<file path="src/rtl/dseq_pkg.sv">
package dseq_pkg;

    typedef enum logic [2:0] {
        S_IDLE,
        S_ROW,
        S_RASD,
        S_CASD,
        S_READY,
        S_PRECH
    } seq_state_t;

    // odd parity: set when the byte holds an even number of ones
    function automatic logic odd_bit(input logic [7:0] b);
        return ~(^b);
    endfunction

endpackage

</file>
<file path="src/rtl/dseq_fsm.sv">
module dseq_fsm
    import dseq_pkg::*;
#(
    parameter int WS_W     = 2,
    parameter int RAS_TICK = 6,
    parameter int CAS_TICK = 7,
    parameter int RDY_BASE = 11,
    parameter int WS_STEP  = 5,
    parameter int RDY_LEN  = 5,
    parameter int PRE_LEN  = 4
) (
    input  logic            clk,
    input  logic            rst_n,
    input  logic            start_i,
    input  logic            pend_i,
    input  logic [WS_W-1:0] ws_i,
    output logic            begin_o,
    output logic            capture_o,
    output logic            busy_o,
    output logic            ras_o,
    output logic            cas_o,
    output logic            col_o,
    output logic            rdy_o
);

    localparam int MAX_T = RDY_BASE + WS_STEP * ((1 << WS_W) - 1) + RDY_LEN + PRE_LEN;
    localparam int CNT_W = $clog2(MAX_T + 1);
    localparam logic [CNT_W-1:0] T_RAS  = CNT_W'(RAS_TICK - 1);
    localparam logic [CNT_W-1:0] T_CAS  = CNT_W'(CAS_TICK - 1);
    localparam logic [CNT_W-1:0] RDY_HI = CNT_W'(RDY_LEN - 1);
    localparam logic [CNT_W-1:0] PRE_HI = CNT_W'(RDY_LEN + PRE_LEN - 1);

    seq_state_t        state, state_n;
    logic [CNT_W-1:0]  cnt;
    logic [WS_W-1:0]   ws_q;
    logic [CNT_W-1:0]  rdy_at;

    assign rdy_at = CNT_W'(RDY_BASE) + CNT_W'(WS_STEP) * CNT_W'(ws_q);

    always_comb begin
        state_n = state;
        unique case (state)
            S_IDLE:  if (start_i)                         state_n = S_ROW;
            S_ROW:   if (cnt == T_RAS)                    state_n = S_RASD;
            S_RASD:  if (cnt == T_CAS)                    state_n = S_CASD;
            S_CASD:  if (cnt == rdy_at - CNT_W'(1))       state_n = S_READY;
            S_READY: if (cnt == rdy_at + RDY_HI)          state_n = S_PRECH;
            S_PRECH: if (cnt == rdy_at + PRE_HI)
                         state_n = (start_i || pend_i) ? S_ROW : S_IDLE;
            default:                                      state_n = S_IDLE;
        endcase
    end

    assign begin_o   = (state_n == S_ROW) && (state != S_ROW);
    assign capture_o = (state == S_CASD) && (state_n == S_READY);
    assign busy_o    = (state != S_IDLE);

    always_ff @(posedge clk or negedge rst_n) begin
        if (!rst_n) begin
            state <= S_IDLE;
            cnt   <= '0;
            ws_q  <= '0;
        end else begin
            state <= state_n;
            if (begin_o) begin
                cnt  <= '0;
                ws_q <= ws_i;
            end else if (state != S_IDLE) begin
                cnt <= cnt + CNT_W'(1);
            end else begin
                cnt <= '0;
            end
        end
    end

    always_comb begin
        ras_o = 1'b0;
        cas_o = 1'b0;
        col_o = 1'b0;
        rdy_o = 1'b0;
        unique case (state)
            S_RASD: ras_o = 1'b1;
            S_CASD: begin
                ras_o = 1'b1;
                cas_o = 1'b1;
                col_o = 1'b1;
            end
            S_READY: begin
                ras_o = 1'b1;
                cas_o = 1'b1;
                col_o = 1'b1;
                rdy_o = 1'b1;
            end
            default: ;
        endcase
    end


    cas_after_ras_chk: assert property (@(posedge clk) disable iff (!rst_n)
        $rose(cas_o) |-> $past(ras_o));


    release_together_chk: assert property (@(posedge clk) disable iff (!rst_n)
        $fell(ras_o) |-> $fell(cas_o));


    ready_pos_chk: assert property (@(posedge clk) disable iff (!rst_n)
        $rose(rdy_o) |-> (cnt == rdy_at));


    ws_hold_chk: assert property (@(posedge clk) disable iff (!rst_n)
        (ras_o && $past(ras_o)) |-> $stable(ws_q));

endmodule

</file>
<file path="src/rtl/dseq_capture.sv">
module dseq_capture #(
    parameter int ADDR_W = 18,
    parameter int DATA_W = 16
) (
    input  logic              clk,
    input  logic              rst_n,
    input  logic              start_i,
    input  logic              begin_i,
    input  logic              busy_i,
    input  logic              col_i,
    input  logic [ADDR_W-1:0] addr_i,
    input  logic              we_i,
    input  logic [DATA_W-1:0] wdata_i,
    output logic              pend_o,
    output logic              cur_we_o,
    output logic [DATA_W-1:0] cur_wdata_o,
    output logic [ADDR_W/2-1:0] mem_a_o
);

    localparam int HALF = ADDR_W / 2;

    logic              pend_q;
    logic [ADDR_W-1:0] pend_addr, cur_addr;
    logic              pend_we;
    logic [DATA_W-1:0] pend_wdata;
    logic              take_pend, take_direct, park;

    assign take_pend   = begin_i && pend_q;
    assign take_direct = begin_i && !pend_q;
    assign park        = start_i && !begin_i && !pend_q;

    always_ff @(posedge clk or negedge rst_n) begin
        if (!rst_n) begin
            pend_q      <= 1'b0;
            pend_addr   <= '0;
            pend_we     <= 1'b0;
            pend_wdata  <= '0;
            cur_addr    <= '0;
            cur_we_o    <= 1'b0;
            cur_wdata_o <= '0;
        end else begin
            if (take_pend) begin
                cur_addr    <= pend_addr;
                cur_we_o    <= pend_we;
                cur_wdata_o <= pend_wdata;
                pend_q      <= start_i;
                if (start_i) begin
                    pend_addr  <= addr_i;
                    pend_we    <= we_i;
                    pend_wdata <= wdata_i;
                end
            end else if (take_direct) begin
                cur_addr    <= addr_i;
                cur_we_o    <= we_i;
                cur_wdata_o <= wdata_i;
            end else if (park) begin
                pend_q     <= 1'b1;
                pend_addr  <= addr_i;
                pend_we    <= we_i;
                pend_wdata <= wdata_i;
            end
        end
    end

    assign pend_o  = pend_q;
    assign mem_a_o = col_i ? cur_addr[ADDR_W-1:HALF] : cur_addr[HALF-1:0];


    col_addr_stable_chk: assert property (@(posedge clk) disable iff (!rst_n)
        (col_i && $past(col_i)) |-> $stable(mem_a_o));


    pend_busy_chk: assert property (@(posedge clk) disable iff (!rst_n)
        pend_q |-> busy_i);

endmodule

</file>
<file path="src/rtl/dseq_parity.sv">
module dseq_parity
    import dseq_pkg::*;
#(
    parameter int DATA_W = 16
) (
    input  logic                clk,
    input  logic                rst_n,
    input  logic                capture_i,
    input  logic                cur_we_i,
    input  logic [DATA_W-1:0]   wdata_i,
    input  logic [DATA_W-1:0]   rdata_i,
    input  logic [DATA_W/8-1:0] rpar_i,
    output logic [DATA_W/8-1:0] wpar_o,
    output logic [DATA_W-1:0]   rdata_o,
    output logic                err_o
);

    localparam int NB = DATA_W / 8;

    logic [NB-1:0] bad;

    for (genvar i = 0; i < NB; i++) begin : g_byte
        assign wpar_o[i] = odd_bit(wdata_i[8*i +: 8]);
        assign bad[i]    = ~(^{rdata_i[8*i +: 8], rpar_i[i]});
    end

    always_ff @(posedge clk or negedge rst_n) begin
        if (!rst_n) begin
            rdata_o <= '0;
            err_o   <= 1'b0;
        end else if (capture_i) begin
            if (cur_we_i) begin
                err_o <= 1'b0;
            end else begin
                rdata_o <= rdata_i;
                err_o   <= |bad;
            end
        end
    end


    err_moves_on_capture_chk: assert property (@(posedge clk) disable iff (!rst_n)
        $rose(err_o) |-> $past(capture_i));

endmodule

</file>
<file path="src/rtl/dram_cycle_seq.sv">
module dram_cycle_seq
    import dseq_pkg::*;
#(
    parameter int ADDR_W   = 18,
    parameter int DATA_W   = 16,
    parameter int WS_W     = 2,
    parameter int RAS_TICK = 6,
    parameter int CAS_TICK = 7,
    parameter int RDY_BASE = 11,
    parameter int WS_STEP  = 5,
    parameter int RDY_LEN  = 5,
    parameter int PRE_LEN  = 4
) (
    input  logic                clk,
    input  logic                rst_n,
    input  logic                cyc_start,
    input  logic [ADDR_W-1:0]   cyc_addr,
    input  logic                cyc_write,
    input  logic [DATA_W-1:0]   cyc_wdata,
    input  logic [WS_W-1:0]     ws_sel,
    output logic                cyc_ready,
    output logic [DATA_W-1:0]   cyc_rdata,
    output logic                par_err,
    output logic [ADDR_W/2-1:0] dram_a,
    output logic                dram_col,
    output logic                dram_ras_n,
    output logic                dram_cas_n,
    output logic                dram_we_n,
    output logic [DATA_W-1:0]   dram_dq_o,
    output logic [DATA_W/8-1:0] dram_dp_o,
    input  logic [DATA_W-1:0]   dram_dq_i,
    input  logic [DATA_W/8-1:0] dram_dp_i
);

    logic begin_w, capture_w, busy_w, ras_w, cas_w, col_w, rdy_w, pend_w, cur_we;

    dseq_fsm #(
        .WS_W(WS_W), .RAS_TICK(RAS_TICK), .CAS_TICK(CAS_TICK),
        .RDY_BASE(RDY_BASE), .WS_STEP(WS_STEP), .RDY_LEN(RDY_LEN), .PRE_LEN(PRE_LEN)
    ) u_fsm (
        .clk(clk), .rst_n(rst_n), .start_i(cyc_start), .pend_i(pend_w), .ws_i(ws_sel),
        .begin_o(begin_w), .capture_o(capture_w), .busy_o(busy_w),
        .ras_o(ras_w), .cas_o(cas_w), .col_o(col_w), .rdy_o(rdy_w)
    );

    dseq_capture #(.ADDR_W(ADDR_W), .DATA_W(DATA_W)) u_cap (
        .clk(clk), .rst_n(rst_n), .start_i(cyc_start), .begin_i(begin_w),
        .busy_i(busy_w), .col_i(col_w), .addr_i(cyc_addr), .we_i(cyc_write),
        .wdata_i(cyc_wdata), .pend_o(pend_w), .cur_we_o(cur_we),
        .cur_wdata_o(dram_dq_o), .mem_a_o(dram_a)
    );

    dseq_parity #(.DATA_W(DATA_W)) u_par (
        .clk(clk), .rst_n(rst_n), .capture_i(capture_w), .cur_we_i(cur_we),
        .wdata_i(dram_dq_o), .rdata_i(dram_dq_i), .rpar_i(dram_dp_i),
        .wpar_o(dram_dp_o), .rdata_o(cyc_rdata), .err_o(par_err)
    );

    assign dram_ras_n = ~ras_w;
    assign dram_cas_n = ~cas_w;
    assign dram_col   = col_w;
    assign cyc_ready  = rdy_w;
    assign dram_we_n  = ~(ras_w && cur_we);


    we_lead_chk: assert property (@(posedge clk) disable iff (!rst_n)
        ($fell(dram_cas_n) && cur_we) |-> $past(!dram_we_n));


    we_span_chk: assert property (@(posedge clk) disable iff (!rst_n)
        !dram_we_n |-> !dram_ras_n);


    ready_under_cas_chk: assert property (@(posedge clk) disable iff (!rst_n)
        cyc_ready |-> !dram_cas_n);

endmodule

</file>
<file path="config.mk">
export PLATFORM = sky130hd
export DESIGN_NAME = dram_cycle_seq
export DESIGN_NICKNAME = d
export VERILOG_FILES = /design/src/rtl/dseq_pkg.sv /design/src/rtl/dseq_fsm.sv /design/src/rtl/dseq_capture.sv /design/src/rtl/dseq_parity.sv /design/src/rtl/dram_cycle_seq.sv
export SDC_FILE = /design/constraint.sdc
export NUM_CORES = 1
export LEC_CHECK = 0
export CAP_MARGIN = 20
export CORE_ASPECT_RATIO = 0.75
export CORE_MARGIN = 1.5
export CORE_UTILIZATION = 46
export DETAILED_ROUTE_END_ITERATION = 12
export GPL_TIMING_DRIVEN = 0
export PLACE_DENSITY_LB_ADDON = 0.15
export REMOVE_ABC_BUFFERS = 1
export SYNTH_ARGS = -nofsm -noshare
export SYNTH_HDL_FRONTEND = slang
export SYNTH_SLANG_ARGS = --single-unit
export TNS_END_PERCENT = 100
</file>
<file path="constraint.sdc">
create_clock -name clk -period 3.2 [get_ports clk]
set_input_delay 0.48 -clock clk [delete_from_list [all_inputs] [get_ports clk]]
set_output_delay 0.48 -clock clk [all_outputs]
set_load 0.01 [all_outputs]
</file>
== Word level (Yosys, flattened, before mapping) ==
Cells that the tools add are included.

* Word-level logic and storage cells: 101
* Register bits: 99

* Mux-type cells: 36
* Multipliers: 1
* Bitwise gates (word level): 8
* $add $sub $neg: 5
* Reduce and logical (&&, ||, !) cells: 24
* Equal/unequal tests: 15

{| class="wikitable"
|+ Operators with widths
! kind !! count
|-
| 2-to-1 mux 18 bit || 6
|-
| 2-to-1 mux 16 bit || 6
|-
| == test 6 bit || 3
|-
| 2-to-1 mux 3 bit || 6
|-
| case mux 3 bit (6 select lines) || 1
|-
| XOR reduction 9 bit || 2
|-
| XOR reduction 8 bit || 2
|-
| 2-to-1 mux 1 bit || 14
|-
| == test 6 x 3 -> 1 bit, second input constant || 2
|-
| 2-to-1 mux 6 bit || 2
|-
| == test 3 bit, second input constant || 3
|-
| 2-to-1 mux 9 bit || 1
|-
| NOT 1 bit || 8
|-
| logical AND 1 bit || 7
|-
| adder 4 x 5 -> 6 bit, first input constant || 1
|-
| adder 6 x 1 -> 6 bit, second input constant || 1
|-
| adder 6 x 3 -> 6 bit, second input constant || 1
|-
| adder 6 x 4 -> 6 bit, second input constant || 1
|-
| == test 3 x 1 -> 1 bit, second input constant || 2
|-
| == test 3 x 2 -> 1 bit, second input constant || 2
|-
| subtractor 6 x 1 -> 6 bit, second input constant || 1
|-
| multiplier 3 x 2 -> 5 bit, first input constant || 1
|-
| AND reduction 2 bit || 2
|-
| nonzero test 2 bit || 2
|-
| other kinds (10) || 12
|}

== Logic depth before layout (Yosys ltp) ==
* Depth after elaboration: 14
* Mapped depth: 11
* Gate-level depth less buffers: 8

== Cells and area by module ==
Synthesis repeated with hierarchy kept, for this count alone.

* Cells, all modules: 430
* Area total of the unflattened synthesis: 5241.3 um2

{| class="wikitable"
|+ By module, submodules not included
! module !! instances !! area each (um2) !! sequential area each (um2) !! cells each
|-
| dseq_capture || 1 || 3189.3 || 1776.7 || 240
|-
| dseq_fsm || 1 || 1102.3 || 275.3 || 119
|-
| dseq_parity || 1 || 938.4 || 425.4 || 68
|-
| dram_cycle_seq || 1 || 11.3 || 0.0 || 3
|}

== Worst setup path before layout ==
Ideal clock, no wire load.

* Path type: register -> register
* Start: register u_fsm.ws_q[0]
* End: register u_cap.pend_addr[10]
* Data required time: 3075 ps
* Path slack: 127 ps
* Setup time: 125 ps
* Data arrival time: 2947 ps
* Cell stages (with the launch flop): 11
* Path through: dfrtp_1 -> inv_1 -> ha_1 -> buf_2 -> xnor2_1 -> nor4_1 -> a21oi_1 -> a41oi_2 -> mux2i_2 -> buf_6 -> mux2_4

* Word-level cells in the longest chain between the ends: 13
* Elaborated cells on any way between the ends: 24
* Classes of those cells: add/sub (4); mul (1); eq/ne (6); mux (5); reduce/logical (8)

{| class="wikitable"
|+ Ends and longest elaborated chain
! element !! line !! RTL
|-
| start: declaration || dseq_fsm.sv:35 || <nowiki>logic [WS_W-1:0] ws_q;</nowiki>
|-
| start signal: assignment || dseq_fsm.sv:67 || <nowiki>ws_q <= ws_i;</nowiki>
|-
| multiplier 3 x 2 -> 5 bit (*) || dseq_fsm.sv:38 || <nowiki>assign rdy_at = CNT_W'(RDY_BASE) + CNT_W'(WS_STEP) * CNT_W'(ws_q);</nowiki>
|-
| adder 4 x 5 -> 6 bit (*) || dseq_fsm.sv:38 ||
|-
| adder 6 x 4 -> 6 bit (tied with other cells) || dseq_fsm.sv:48 || <nowiki>S_PRECH: if (cnt == rdy_at + PRE_HI)</nowiki>
|-
| == test 6 bit (on tied branches) || dseq_fsm.sv:48, dseq_fsm.sv:46, dseq_fsm.sv:47 ||
|-
| 2-to-1 mux 3 bit (on tied branches) || dseq_fsm.sv:48, dseq_fsm.sv:46, dseq_fsm.sv:47 ||
|-
| case mux 3 bit (6 select lines) (*) || dseq_fsm.sv:42 || <nowiki>unique case (state)</nowiki>
|-
| == test 3 x 1 -> 1 bit (*) || dseq_fsm.sv:54 || <nowiki>assign begin_o = (state_n == S_ROW) && (state != S_ROW);</nowiki>
|-
| logical AND 1 bit (*) || dseq_fsm.sv:54 ||
|-
| zero test 1 bit || dseq_capture.sv:30 || <nowiki>assign park = start_i && !begin_i && !pend_q;</nowiki>
|-
| logical AND 1 bit (2 in series) || dseq_capture.sv:30 ||
|-
| nonzero test 2 bit (no line) || n/a ||
|-
| AND reduction 3 bit (no line) || n/a ||
|-
| end signal: assignment || dseq_capture.sv:48 || <nowiki>pend_addr <= addr_i;</nowiki>
|-
| end signal: assignment || dseq_capture.sv:58 || <nowiki>pend_addr <= addr_i;</nowiki>
|-
| end: declaration || dseq_capture.sv:23 || <nowiki>logic [ADDR_W-1:0] pend_addr, cur_addr;</nowiki>
|}

Every way passes the cells marked *; elsewhere a longest branch is shown, timed or not.
A chain may end at the register's enable or synchronous reset.

== Worst setup path after layout ==
* Start: register u_fsm.ws_q[0]
* End: register u_cap.pend_addr[0]

The elaborated chain is that of the path after synthesis.

==> results.ini <==
[yosys]
synth_seq_cells = 99
ys_dominant_reg_cell = dfrtp_1
yosysTopAreaCellShare_pct = 49.2
yosysSeqAreaShare_pct = 49.2
ys_top_cells_by_area = dfrtp_1 49%, mux2_4 8.9%, mux2i_1 7.0%
synth.distinct_cells = 41
synth_edf_count = 0
syn_avg_cell_area_um2 = 11.5
ys_warn_count = 0
yosysTopAreaCell = dfrtp_1
synthCells = 436
syn-cell-area_um2 = 5030
async_flop_share_pct = 100

[route]
post_drt_via_cell_ratio = 5.18
via_count = 3512
drt_wl_total_um = 10600
drtPass1Iterations = 5
drc = 0
wl_per_cell_um = 15.6
drt_iter0_drc = 193
detail-route-antenna-nets = 0

[layout]
drive_above_1_share_pct = 17.2
area_growth_pct = 31.7
layout_commonest_cell = clkdlybuf4s50_1
diodes = 0
final_cell_mix = 105 x clkdlybuf4s50_1, 97 x dfrtp_1, 72 x nand2_1
final_core_util_pct = 63.4
nNetsFinal = 606

[worst_hold_path]
hold_class = primary input to asynchronous set/reset pin

[clock_tree]
cts_tree = done
cts_max_level = 3
clk_path_buf_depth = 2
cts-root-buf = clkbuf_16
cts.sinks = 99
ctsHoldBuffers = 0
numCtsBuffers = 9
path_clk_slew_ns = 0.07
clk_latency_ns = 0.34

[floorplan]
coreArea_um2 = 10500
die_x_um = 124
die_h_um = 93.6
num_rows = 32
dieArea_um2 = 11600
start_util_pct = 48.2
ioPinCount = 107

[setup_path]
setup.worst_path.start = u_fsm.ws_q[0]
worstPathRequired_ns = 3.43
startpoint_type = register
end_kind = register
crit_fanout = 16
crit_arrival_ns = 3.31
cpPeakStageDelay_ns = 0.60
path_cells = inv_2, ha_2, xor2_2, nand4_1, or4_4, a41oi_4, mux2i_4, buf_16, buf_16, mux2_2
critPathKind = register to register
cp_top_family = simple AND/OR/NAND/NOR gates
cp_common_cell = buf_16
worst-path-buf-inv = 3
r2r_start = u_fsm.ws_q[0]
cpMaxStageDelayCell = or4_4

[sta]
finClkSkew_ns = 0.00614
hold_viol = 0
worst_pin_slew_ns = 0.568
setup_tns_ns = 0
finalCriticalPeriod_ns = 3.08
report.final.slew_viol_count = 0
slew_headroom_pct = 62.2
finalSetupViolCount = 0
post-route-period-util_pct = 96.4
fmaxAchievable_mhz = 324

[placement]
port_buffers = 106
hpwl_um = 7350
place_congestion = 0.816

[grt]
antenna_found_initial = 0
grt_max_degree = 69
grt_pass1_wl_um = 17300
overflow = 0
grt_pass1_vias = 3560
globalRouteTotalUtil_pct = 19.4

[job]
maxCapViolCount = 0

[outcome]
status = complete, no violations

[power_and_ir_drop]
p_per_area_nw_per_um2 = 1030
ir_drop_uv = 586
power_leakage_nw = 3.07

flip-flops by register name, indices dropped and copies added (netlist names), 2 cells and up:
register	flops
u_cap.cur_addr	18
u_cap.pend_addr	18
u_cap.cur_wdata_o	16
u_cap.pend_wdata	16
u_par.rdata_o	16
u_fsm.cnt	6
u_fsm.state	3
u_fsm.ws_q	2
per-stage QoR:
step                total power [mW]  instance area, um2  worst slack, ns  hold slack (ns)  instances
finish                          6.86                6630            0.117           0.0671        678
global route                    7.40                6630          -0.0453           0.0911        678
CTS                             6.88                6580           0.0184           0.0756        675
detailed placement              5.76                6270           -0.593            0.452        657
global placement                5.61                6130            -2.15            0.464        652
floorplan                       4.31                4900            -1.10            0.184        410
cell families after synthesis:
kind of cell             count (synthesis)  synth area share, %
multiplexers                            89                 21.3
adder cells (fa/ha/maj)                 12                 2.93
XOR/XNOR                                48                 8.35
AND/OR/NAND/NOR                        107                 9.45
flip-flops                              99                 49.2
buffers and inverters                   31                 2.96
AO/OA/AOI/OAI                           50                 5.77
layout make-up:
| type | instances | area [um2] |
|---|---|---|
| Tap cell | 136 | 170 |
| Inverter | 5 | 20.0 |
| Sequential cell | 99 | 2480 |
| Clock inverter | 4 | 33.8 |
| Multi-Input combinational cell | 306 | 2460 |
| Fill cell | 839 | 3820 |
| Timing Repair Buffer | 116 | 1220 |
| Clock buffer | 12 | 246 |
timing repair:
item,4_1_cts,5_1_grt
pin swaps,1,1
setup buffers,2,3
hold endpoints to repair,0,0
endpoints found under the setup margin,56,26
resized for setup,6,6
cells in the mapped netlist, types with 4 or more instances:
library cell  count
buf_2             8
clkbuf_1         14
dfrtp_1          99
ha_1             11
inv_1             4
mux2_2           20
mux2_4           30
mux2i_1          35
nand2_1          72
nand3_1           4
nor2_1           14
o21ai_0          38
xnor2_1          37
xor2_1           11
path summary, 6_finish.rpt:
path / end / slack, ns / depth (start not counted)
hold / removal: u_cap.cur_addr[7] / 0.07 / 1
hold reg to reg: u_cap.cur_addr[4] / 0.49 / 2
min in group clk: u_cap.cur_addr[4] / 0.49 / 2
setup / recovery: u_cap.pend_addr[0] / 0.12 / 10
max in group asynchronous: u_fsm.ws_q[0] / 2.42 / 2
setup reg to reg: u_cap.pend_addr[0] / 0.12 / 10
layer usage:
| metal | global-route usage, % | vias to the layer above | part of all wire [%] |
|---|---|---|---|
| met5 | 0 | - | 0 |
| met4 | 5.75 | 0 | 0.86 |
| met3 | 6.95 | 8 | 7.6 |
| met2 | 30.7 | 95 | 46 |
| met1 | 25.1 | 1727 | 45 |
| li1 | - | 1682 | - |
power breakdown:
group          total, mW  leakage, nW  switching, mW  internal [mW]
clock network       1.03        0.133          0.473          0.555
logic               3.48         1.74           1.45           2.03
registers           2.35         1.20          0.485           1.87
total               6.86         3.07           2.41           4.45
(Power assumes the default switching activity.)
